File: src/rtl/sio_dma_handshake.sv
module sio_dma_handshake (
  input  logic       clk,
  input  logic       rst_n,
  input  logic [1:0] mode_i,
  input  logic       rx_en_i,
  input  logic       tx_en_i,
  input  logic       rx_avail_i,
  input  logic       tx_full_i,
  input  logic       sw_req_i,
  input  logic       sw_txsel_i,
  input  logic       sw_txgpo_i,
  input  logic       sw_rts_i,
  input  logic       rx_last_i,
  input  logic       tx_tc_i,
  input  logic       ack_n_i,
  input  logic       txack_n_i,
  input  logic       done_n_i,
  output logic       req_n_o,
  output logic       txreq_n_o,
  output logic       ack_lvl_o,
  output logic       txack_lvl_o,
  output logic       rx_rd_o,
  output logic       tx_wr_o,
  output logic       tx_last_o,
  output logic       done_oe_o
);

  localparam logic [1:0] MODE_HALF = 2'b01;
  localparam logic [1:0] MODE_FULL = 2'b10;

  logic [2:0] ack_q;
  logic [2:0] txack_q;
  logic [1:0] done_q;

  always_ff @(posedge clk or negedge rst_n) begin
    if (!rst_n) begin
      ack_q   <= 3'b111;
      txack_q <= 3'b111;
      done_q  <= 2'b11;
    end else begin
      ack_q   <= {ack_q[1:0], ack_n_i};
      txack_q <= {txack_q[1:0], txack_n_i};
      done_q  <= {done_q[0], done_n_i};
    end
  end

  logic half, full, dma;
  logic rx_want, tx_want;
  logic ack_fall, txack_fall;

  assign half = (mode_i == MODE_HALF);
  assign full = (mode_i == MODE_FULL);
  assign dma  = half | full;

  assign rx_want = rx_en_i & rx_avail_i;
  assign tx_want = tx_en_i & ~tx_full_i;

  assign ack_fall   = ack_q[2] & ~ack_q[1];
  assign txack_fall = txack_q[2] & ~txack_q[1];

  assign req_n_o   = half ? ~(rx_want | tx_want) :
                     full ? ~rx_want : ~sw_req_i;
  assign txreq_n_o = full ? ~tx_want :
                     ~(sw_txsel_i ? sw_rts_i : sw_txgpo_i);

  assign ack_lvl_o   = ack_q[1];
  assign txack_lvl_o = txack_q[1];

  assign rx_rd_o = dma & ack_fall & rx_en_i & rx_avail_i;
  assign tx_wr_o = ((half & ack_fall & ~rx_en_i) | (full & txack_fall))
                   & tx_en_i & ~tx_full_i;

  assign done_oe_o = (rx_rd_o & rx_last_i) | (tx_wr_o & tx_tc_i);
  assign tx_last_o = tx_wr_o & ~done_q[1];

endmodule


File: config.mk
export PLATFORM = sky130hd
export DESIGN_NAME = sio_dma_handshake
export DESIGN_NICKNAME = d
export VERILOG_FILES = /design/src/rtl/sio_dma_handshake.sv
export SDC_FILE = /design/constraint.sdc
export NUM_CORES = 1
export LEC_CHECK = 0
export ABC_AREA = 1
export BUFFER_PORTS_ARGS = -buffer_cell sky130_fd_sc_hd__buf_2
export CAP_MARGIN = 5
export CORE_AREA = 10 10 47 49
export CTS_CLUSTER_DIAMETER = 100
export DETAILED_ROUTE_END_ITERATION = 8
export DIE_AREA = 0 0 57 59
export GPL_TIMING_DRIVEN = 1
export SKIP_CTS_REPAIR_TIMING = 1
export SLEW_MARGIN = 20
export SYNTH_ARGS = -nofsm -noshare
export SYNTH_HDL_FRONTEND = slang
export SYNTH_SLANG_ARGS = --single-unit
File: constraint.sdc
create_clock -name clk -period 2.9 [get_ports clk]
set_input_delay 0.29 -clock clk [delete_from_list [all_inputs] [get_ports clk]]
set_output_delay 0.29 -clock clk [all_outputs]
set_load 0.02 [all_outputs]
==> impl_metrics.env, run 1 <==
export IMPL_worst_ep_arrival_time_ns=1.30
export IMPL_fin_crit_sh_pct=54.9
export IMPL_grt_max_degree=9
export IMPL_io_pins=25
export IMPL_grt_setup_unrepaired="false"
export IMPL_max_vdd_ir_drop_mv=0.225
export IMPL_ys_ff_latch=8
export IMPL_reg2reg_setup_slack_ns=2.28
export IMPL_yosysSeqAreaShare_pct=53.3
export IMPL_synth_compound_area_share_pct=5.71
export IMPL_htree_num_levels=1
export IMPL_core_area_sq_um=1400
export IMPL_setup_worst_path_start_class="flip-flop"
export IMPL_ys_types=14
export IMPL_fmax_ghz=0.628
export IMPL_syn_area_per_cell_sq_um=9.61
export IMPL_max_slew_margin_rel_pct=86.9
export IMPL_cts_clk_slew_worst_paths_ns=0.05
export IMPL_max_cap_violations=0
export IMPL_clockBufferDepth=2
export IMPL_num_rows=14
export IMPL_worst_pin_slew_ns=0.195
export IMPL_yosys_area_share_adder_pct=6.35
export IMPL_critPathCaptureType="primary output"
export IMPL_cts_buffers=3
export IMPL_ys_warn_count=0
export IMPL_hold_viol=0
export IMPL_layout_common_cells="buf_2, inv_1, dfstp_2"
export IMPL_r2r_start="ack_q[1]"
export IMPL_cts_sinks=8
export IMPL_wl_met2_microns=390
export IMPL_slew_viol_final=0
export IMPL_detail_route_vias_per_cell=4.25
export IMPL_placed_cell_area_sq_um=534
export IMPL_overflow=0
export IMPL_final_common_cell="buf_2"
export IMPL_wl_met3_microns=123
export IMPL_status="finished clean"
export IMPL_nets=89
export IMPL_synth_xor_xnor_area_share_pct=0
export IMPL_synth_top_area_cell="dfstp_2"
export IMPL_start_util_pct=28.1
export IMPL_clock_latency_ns=0.24
export IMPL_cts_tree="done"
export IMPL_synthCells=41
export IMPL_grt_pass1_wl_microns=1500
export IMPL_dr_max_layer_used="met3"
export IMPL_die_h_microns=59
export IMPL_synth_nets=60
export IMPL_n_antenna_cell=0
export IMPL_synth_area_sq_um=394
export IMPL_muxShareOfSynthArea_pct=0
export IMPL_fin_setup_tns_ns=0
export IMPL_numPortBuffers=24
export IMPL_r2r_worst_path_cells=0
export IMPL_synth_top_family_by_area="simple AND/OR/NAND/NOR gates"
export IMPL_die_width_microns=57
export IMPL_drc=0
export IMPL_fin_crit_ns=1.59
export IMPL_drtIter0Drc=3
export IMPL_p_per_area_nw_per_um2=441
export IMPL_grt_antenna_before_repair=0
export IMPL_synthSimpleGateAreaFrac_pct=26.0
export IMPL_hpwl_microns=796
export IMPL_crit_type="flip-flop to primary output"
export IMPL_via_count=357
export IMPL_met1Wirelength_microns=398
export IMPL_area_growth_pct=41.3
export IMPL_clock_skew_ns=0.00120
export IMPL_finalWirelength_microns=912
export IMPL_drt_pass1_iterations=4
export IMPL_gp_congestion=0.731
export IMPL_p_leak_nw=0.313
export IMPL_final_cell_area_sq_um=557
export IMPL_ys_top_cells_by_area="dfstp_2, inv_1, ha_1"
export IMPL_fillerInstances=150
export IMPL_drive_above_1_share_pct=61.8
export IMPL_grt_pass1_vias=372
export IMPL_synth_top_area_share_pct=53.3
export IMPL_die_area_sq_um=3360
export IMPL_crit_fanout=2
export IMPL_postRouteAntennaNets=0
export IMPL_final_core_util_pct=39.7
export IMPL_track_usage_pct=5.63
export IMPL_setup_violations_final=0
export IMPL_wl_per_cell_microns=10.9
export IMPL_r2r_end="ack_q[2]"
export IMPL_cp_data_required_time_ns=2.61
export IMPL_cts_root_buf="clkbuf_4"
export IMPL_hp_class="input pin to asynchronous set/reset pin"
routing by layer:
layer	up-vias	track usage, %
met3	0	3.65
met4	0	3.02
li1	179	-
met1	158	5.74
met5	-	0
met2	20	8.68
cells in the mapped netlist:
| cell | n |
|---|---|
| nor2_2 | 3 |
| nor2_8 | 1 |
| a21oi_1 | 1 |
| nand2_1 | 6 |
| inv_1 | 8 |
| inv_2 | 1 |
| nand3_1 | 3 |
| o211ai_1 | 1 |
| nor4_1 | 1 |
| nor2_1 | 2 |
| nand2_2 | 2 |
| ha_1 | 2 |
| dfstp_2 | 8 |
| o21ai_0 | 2 |
flip-flops by register name (all words and copies together), names as in the netlist:
signal and flops:
ack_q 3, txack_q 3, done_q 2
critical path: stages, from the launching register on:
cell	delay (ns)
dfstp_2	0.51
inv_1	0.05
nor2_2	0.09
nand2_1	0.07
nand2_2	0.07
nand2_2	0.05
nor2_2	0.06
buf_2	0.16
worst max-delay path by stage:
stage	start	endpoint	slack, ns	depth (start not counted)
floorplan	mode_i[0]	rx_rd_o	1.29	3
global placement	mode_i[1]	tx_last_o	1.44	10
detailed placement	mode_i[1]	tx_last_o	1.43	10
CTS	ack_q[2]	tx_last_o	1.28	7
global route	ack_q[2]	done_oe_o	1.20	7
finish	ack_q[2]	tx_last_o	1.31	7
power by group:
part           internal, mW  leakage [nW]  total [mW]  switching (mW)
logic                0.0178         0.215      0.0425          0.0247
registers             0.122        0.0841       0.125         0.00265
clock network        0.0469        0.0138      0.0786          0.0317
total                 0.187         0.313       0.246          0.0590
area by class of cell:
cell class                      count  area (sq um)  area share, %
Sequential cell                     8           210           37.8
Clock buffer                        3          22.5           4.04
Timing Repair Buffer               24           120           21.6
Inverter                            9          33.8           6.07
Tap cell                           16          20.0           3.60
Multi-Input combinational cell     24           150           27.0
through the flow:
step                power, mW  hold slack (ns)  setup slack (ns)  std cells
global placement        0.168            0.339              1.44         81
global route            0.265           0.0817              1.20         84
floorplan               0.148            0.142              1.29         41
finish                  0.246           0.0771              1.31         84
detailed placement      0.170            0.347              1.43         81
CTS                     0.252           0.0796              1.28         84
logic make-up (layout without fill, tap and decap cells):
kind of cell | after synthesis | in the layout
compound gates | 4 | 4
simple gates | 18 | 18
fa+ha+maj | 2 | 2
buf+inv | 9 | 36
flops | 8 | 8
(Power assumes the default switching activity.)
==> run 2, diff against run 1 <==
--- a/config.mk
+++ b/config.mk
@@ -5,7 +5,7 @@
 export SDC_FILE = /design/constraint.sdc
 export NUM_CORES = 1
 export LEC_CHECK = 0
-export ABC_AREA = 1
+export ABC_AREA = 0
 export BUFFER_PORTS_ARGS = -buffer_cell sky130_fd_sc_hd__buf_2
 export CAP_MARGIN = 5
 export CORE_AREA = 10 10 47 49
==> constraint.sdc (replaced) <==
create_clock -name clk -period 1.5 [get_ports clk]
set_input_delay 0.15 -clock clk [delete_from_list [all_inputs] [get_ports clk]]
set_output_delay 0.15 -clock clk [all_outputs]
set_load 0.02 [all_outputs]
==> run 2 against run 1 <==
  * The run now ends with negative setup slack left
  * Cell count fell by 13%
  * Power rose by 95%
  * Critical endpoint is now done_oe_o
  * Sequential share of layout area fell by 1.1 points
  * Via count fell by 9.5%
  * Critical path depth fell by 3
  * Non-clock buffer count rose by 4
  * Count of clock-buffer cells in the layout did not move
  * Worst hold slack improved by 0.27 ns
  * Clock power rose by 96%
  * Flip-flop and latch count did not move
  * Register-to-register slack got worse by 1.4 ns
  * Global-route usage rose by 0.58 points
==> impl_metrics.env, run 2 <==
export IMPL_io_pins=25
export IMPL_synth_most_common_cell="dfstp_2"
export IMPL_whs_ns=0.351
export IMPL_reg2reg_setup_slack_ns=0.89
export IMPL_synth_nets=45
export IMPL_crit_chain="nand4bb_1, a21boi_2, a22o_1, buf_6"
export IMPL_path_delay_family="flip-flops"
export IMPL_cts_buffers=3
export IMPL_pre_cts_ws_ns=0.168
export IMPL_clockBufferDepth=2
export IMPL_ys_top_cells_by_area="dfstp_2, ha_1, nor2b_4"
export IMPL_area_growth_pct=60.1
export IMPL_instances_no_fill=73
export IMPL_ys_ff_latch=8
export IMPL_track_usage_pct=6.21
export IMPL_nets=78
export IMPL_die_width_microns=57
export IMPL_worst_pin_slew_ns=0.191
export IMPL_start_util_pct=25.5
export IMPL_synth_edff_count=0
export IMPL_path_buf_inv=1
export IMPL_fillerInstances=153
export IMPL_worstHoldStart="done_q[0]"
export IMPL_die_h_microns=59
export IMPL_power_switching_mw=0.110
export IMPL_final_common_cell="buf_2"
export IMPL_setup_violations_final=2
export IMPL_htree_num_levels=1
export IMPL_synthCells=26
export IMPL_fin_crit_sh_pct=100
export IMPL_drtIter0Drc=2
export IMPL_async_reset_ff_share_pct=100
export IMPL_top_regs="ack_q: 3 flops, txack_q: 3 flops, done_q: 2 flops"
export IMPL_power_frac_seq_pct=50.2
export IMPL_cts_clk_slew_worst_paths_ns=0.05
export IMPL_fin_setup_tns_ns=-0.00195
export IMPL_hp_class="flip-flop to flip-flop"
export IMPL_grt_pass1_wl_microns=1610
export IMPL_slew_viol_final=0
export IMPL_via_count=323
export IMPL_clock_latency_ns=0.25
export IMPL_multi_input_area_sq_um=140
export IMPL_r2r_start="ack_q[1]"
export IMPL_detail_route_vias_per_cell=4.42
export IMPL_synth_top_area_cell="dfstp_2"
export IMPL_overflow=0
export IMPL_fin_crit_ns=1.50
export IMPL_drc=0
export IMPL_violations="negative setup slack"
export IMPL_cp_data_required_time_ns=1.35
export IMPL_ys_flop_type="dfstp_2"
export IMPL_ys_types=15
export IMPL_cts_root_buf="clkbuf_4"
export IMPL_setup_worst_path_start_class="flip-flop"
export IMPL_placed_cell_area_sq_um=498
export IMPL_cts_tree="done"
export IMPL_fmax_ghz=0.666
export IMPL_num_rows=14
export IMPL_postRouteAntennaNets=0
export IMPL_p_total_mw=0.481
export IMPL_syn_area_per_cell_sq_um=13.8
export IMPL_yosysSeqAreaShare_pct=58.7
export IMPL_max_stage_delay_ns=0.55
export IMPL_swShare_pct=22.9
export IMPL_max_vdd_ir_drop_mv=0.449
export IMPL_wl_per_cell_microns=14.3
export IMPL_worst_ep_arrival_time_ns=1.35
export IMPL_r2r_end="ack_q[2]"
export IMPL_max_slew_margin_rel_pct=87.2
export IMPL_numPortBuffers=24
export IMPL_drive_above_1_share_pct=68.4
export IMPL_finalWirelength_microns=1050
export IMPL_max_cap_violations=0
export IMPL_dp_cells=66
export IMPL_drt_pass1_iterations=3
export IMPL_grt_setup_unrepaired="true"
export IMPL_final_core_util_pct=40.9
export IMPL_p_per_area_nw_per_um2=839
export IMPL_power_frac_comb_pct=17.7
export IMPL_synth_top_area_share_pct=58.7
export IMPL_pwr_share_clk_pct=32.1
export IMPL_n_antenna_cell=0
export IMPL_crit_slowest_cell="dfstp_2"
export IMPL_clock_skew_ns=0.00447
export IMPL_r2r_worst_path_cells=0
export IMPL_final_cell_area_sq_um=573
export IMPL_ys_warn_count=0
export IMPL_seqCellArea_sq_um=210
export IMPL_synth_area_sq_um=358
export IMPL_hold_viol=0
export IMPL_grt_antenna_before_repair=0
export IMPL_holdPathStages=0
export IMPL_core_area_sq_um=1400
export IMPL_crit_type="flip-flop to primary output"
export IMPL_startpoint="ack_q[1]"
export IMPL_synth_top_cells_by_count="dfstp_2, nor2_1, ha_1, inv_1"
export IMPL_p_leak_nw=0.284
export IMPL_grt_max_degree=9
export IMPL_gp_congestion=0.772
export IMPL_critPathCaptureType="primary output"
export IMPL_crit_fanout=4
export IMPL_p_int_mw=0.371
export IMPL_cts_sinks=8
export IMPL_layout_common_cells="buf_2, dfstp_2, dlygate4sd3_1"
export IMPL_min_to="done_q[1]"
export IMPL_status="complete, but fails checks"
export IMPL_grt_pass1_vias=358
export IMPL_setup_slack_ns=-0.00112
export IMPL_die_area_sq_um=3360
==> run 2: cell count changes after synthesis, sizes merged, moves of 2 or more <==
cell and delta:
inv -7, nor2 -3, nand3 -3, o21ai -2, nand2 -8
==> run 2: power by group through the flow <==
stage                     Sequential [mW]  Clock, mW  Combinational (mW)
after floorplan                     0.246          0              0.0326
after global placement              0.243          0              0.0760
after detailed placement            0.244          0              0.0775
after CTS                           0.242      0.167              0.0779
after global routing                0.242      0.175              0.0943
final                               0.241      0.154              0.0850
==> run 2: area by class of cell <==
cell class	count	area share [%]
flip-flops and latches	8	36.7
multi-input cells	16	24.5
repair buffers	28	30.1
clock buffers	3	3.93
inverters	2	1.31
well taps	16	3.49
==> run 2: worst max-delay path by stage <==
stage | endpoint | slack (ns) | cells past startpoint
3_5_place_dp | req_n_o | 0.17 | 7
3_3_place_gp | req_n_o | 0.18 | 7
6_report | done_oe_o | -0.001 | 4
4_1_cts | tx_last_o | -0.07 | 4
5_1_grt | done_oe_o | -0.1 | 4
2_1_floorplan | done_oe_o | 0.12 | 3
==> run 2: layer usage <==
metal	track usage (%)	vias up	routed length [microns]	share of wire (%)
li1	-	154	-	-
met1	6.86	144	451	43
met2	7.44	25	417	40
met3	4.94	0	178	17
met4	5.03	0	0	0
met5	0	-	0	0
==> run 2: cell families (layout without fill, tap and decap cells) <==
kind of cell / count (synthesis) / count (layout) / synth area share [%]
fa+ha+maj: 2 / 2 / 6.99
flops: 8 / 8 / 58.7
simple gates: 8 / 8 / 17.1
compound gates: 5 / 5 / 12.2
buf+inv: 2 / 33 / 2.10
mux: 1 / 1 / 2.80
==> run 3, diff against run 2 <==
--- a/config.mk
+++ b/config.mk
@@ -13,6 +13,7 @@
 export DETAILED_ROUTE_END_ITERATION = 8
 export DIE_AREA = 0 0 57 59
 export GPL_TIMING_DRIVEN = 1
+export RECOVER_POWER = 100
 export SKIP_CTS_REPAIR_TIMING = 1
 export SLEW_MARGIN = 20
 export SYNTH_ARGS = -nofsm -noshare
==> run 3 against run 2 <==
  * The flow still finishes with violations (negative setup slack)
  * Non-clock buffer count stayed put
  * Sequential share of layout area up 0.32 points
  * Die area did not move
  * Wire length decreased by 0.48%
  * Clock skew shrank 0.00067 ns
  * Combinational power decreased by 2%
  * Worst setup slack got worse by 0.0016 ns
  * Flip-flop and latch count is the same
  * Critical path type unchanged
  * Largest cell class unchanged
  * Highest routed layer unchanged
==> impl_metrics.env, run 3 (synthesis gave the netlist of run 2 again) <==
export IMPL_wl_per_cell_microns=14.3
export IMPL_grt_pass1_wl_microns=1610
export IMPL_clock_latency_ns=0.24
export IMPL_n_antenna_cell=0
export IMPL_max_slew_margin_rel_pct=73.5
export IMPL_grt_pass1_vias=358
export IMPL_max_cap_violations=0
export IMPL_clockBufferDepth=2
export IMPL_hp_class="flip-flop to flip-flop"
export IMPL_drc=0
export IMPL_worst_ep_arrival_time_ns=1.35
export IMPL_crit_type="flip-flop to primary output"
export IMPL_p_total_mw=0.477
export IMPL_drive_above_1_share_pct=59.6
export IMPL_die_width_microns=57
export IMPL_finalWirelength_microns=1040
export IMPL_dp_cells=66
export IMPL_grt_max_degree=9
export IMPL_status="complete, but fails checks"
export IMPL_critPathCaptureType="primary output"
export IMPL_numPortBuffers=24
export IMPL_detail_route_vias_per_cell=4.49
export IMPL_p_leak_nw=0.272
export IMPL_drtIter0Drc=2
export IMPL_start_util_pct=25.5
export IMPL_fin_setup_tns_ns=-0.00396
export IMPL_top_regs="ack_q: 3 flops, txack_q: 3 flops, done_q: 2 flops"
export IMPL_fin_crit_sh_pct=100
export IMPL_cts_root_buf="clkbuf_4"
export IMPL_nets=78
export IMPL_area_growth_pct=58.7
export IMPL_grt_antenna_before_repair=0
export IMPL_clock_skew_ns=0.00380
export IMPL_setup_worst_path_start_class="flip-flop"
export IMPL_cts_buffers=3
export IMPL_overflow=0
export IMPL_multi_input_area_sq_um=140
export IMPL_max_vdd_ir_drop_mv=0.447
export IMPL_seqCellArea_sq_um=210
export IMPL_whs_ns=0.352
export IMPL_die_area_sq_um=3360
export IMPL_track_usage_pct=6.21
export IMPL_setup_violations_final=2
export IMPL_worst_pin_slew_ns=0.397
export IMPL_io_pins=25
export IMPL_setup_slack_ns=-0.00269
export IMPL_hold_viol=0
export IMPL_instances_no_fill=73
export IMPL_fin_crit_ns=1.50
export IMPL_htree_num_levels=1
export IMPL_final_common_cell="buf_2"
export IMPL_num_rows=14
export IMPL_die_h_microns=59
export IMPL_fmax_ghz=0.665
export IMPL_violations="negative setup slack"
export IMPL_p_per_area_nw_per_um2=840
export IMPL_cts_clk_slew_worst_paths_ns=0.05
export IMPL_core_area_sq_um=1400
export IMPL_cts_tree="done"
export IMPL_slew_viol_final=0
export IMPL_cp_data_required_time_ns=1.35
export IMPL_grt_setup_unrepaired="true"
export IMPL_pre_cts_ws_ns=0.168
export IMPL_drt_pass1_iterations=2
export IMPL_gp_congestion=0.772
export IMPL_cts_sinks=8
export IMPL_via_count=328
export IMPL_crit_fanout=4
export IMPL_layout_common_cells="buf_2, dfstp_2, dlygate4sd3_1, clkbuf_1"
export IMPL_postRouteAntennaNets=0
export IMPL_fillerInstances=154
-- run 3: cell count changes in the layout (fill, tap and decap cells not counted), sizes merged --
cell,previous run,this run
clkbuf,3,9
buf,24,18
-- run 3: final timing paths --
check	slack, ns	endpoint	cells after the start	start
max	-0.003	done_oe_o	4	ack_q[1]
min	0.35	done_q[1]	0	done_q[0]
max reg2reg	0.89	ack_q[2]	0	ack_q[1]
min reg2reg	0.35	done_q[1]	0	done_q[0]
max in group asynchronous	0.83	ack_q[2]	2	rst_n
min in group asynchronous	0.64	txack_q[0]	2	rst_n
-- run 3: area by class of cell --
cell class	instances	area share, %
Sequential cell	8	37.0
Multi-Input combinational cell	16	24.7
Clock buffer	3	3.96
Tap cell	16	3.52
Inverter	2	1.32
Timing Repair Buffer	28	29.5
-- run 3: power breakdown --
| part | leakage (nW) | switching [mW] | internal [mW] | total (mW) |
|---|---|---|---|---|
| clock | 0.0138 | 0.0622 | 0.0908 | 0.153 |
| combinational | 0.174 | 0.0415 | 0.0419 | 0.0834 |
| sequential | 0.0836 | 0.00538 | 0.235 | 0.241 |
| total | 0.272 | 0.109 | 0.368 | 0.477 |
-- run 3: through the flow --
stage	instance area, sq um	utilization (%)
6_report	568	40.5
5_1_grt	568	40.5
4_1_cts	520	37.1
3_5_place_dp	498	35.5
3_3_place_gp	498	35.5
2_1_floorplan	358	-
-- run 3: critical path: stages (launching register included) --
cell and delay, ns:
dfstp_2 0.55, nand4bb_1 0.15, a21boi_2 0.08, a22o_1 0.21
buf_6 0.13
-- run 3: metal layers --
metal | GRT usage [%] | part of all wire [%]
met2 | 7.44 | 41
met4 | 5.03 | 0
met5 | 0 | 0
met3 | 4.94 | 16
met1 | 6.86 | 44
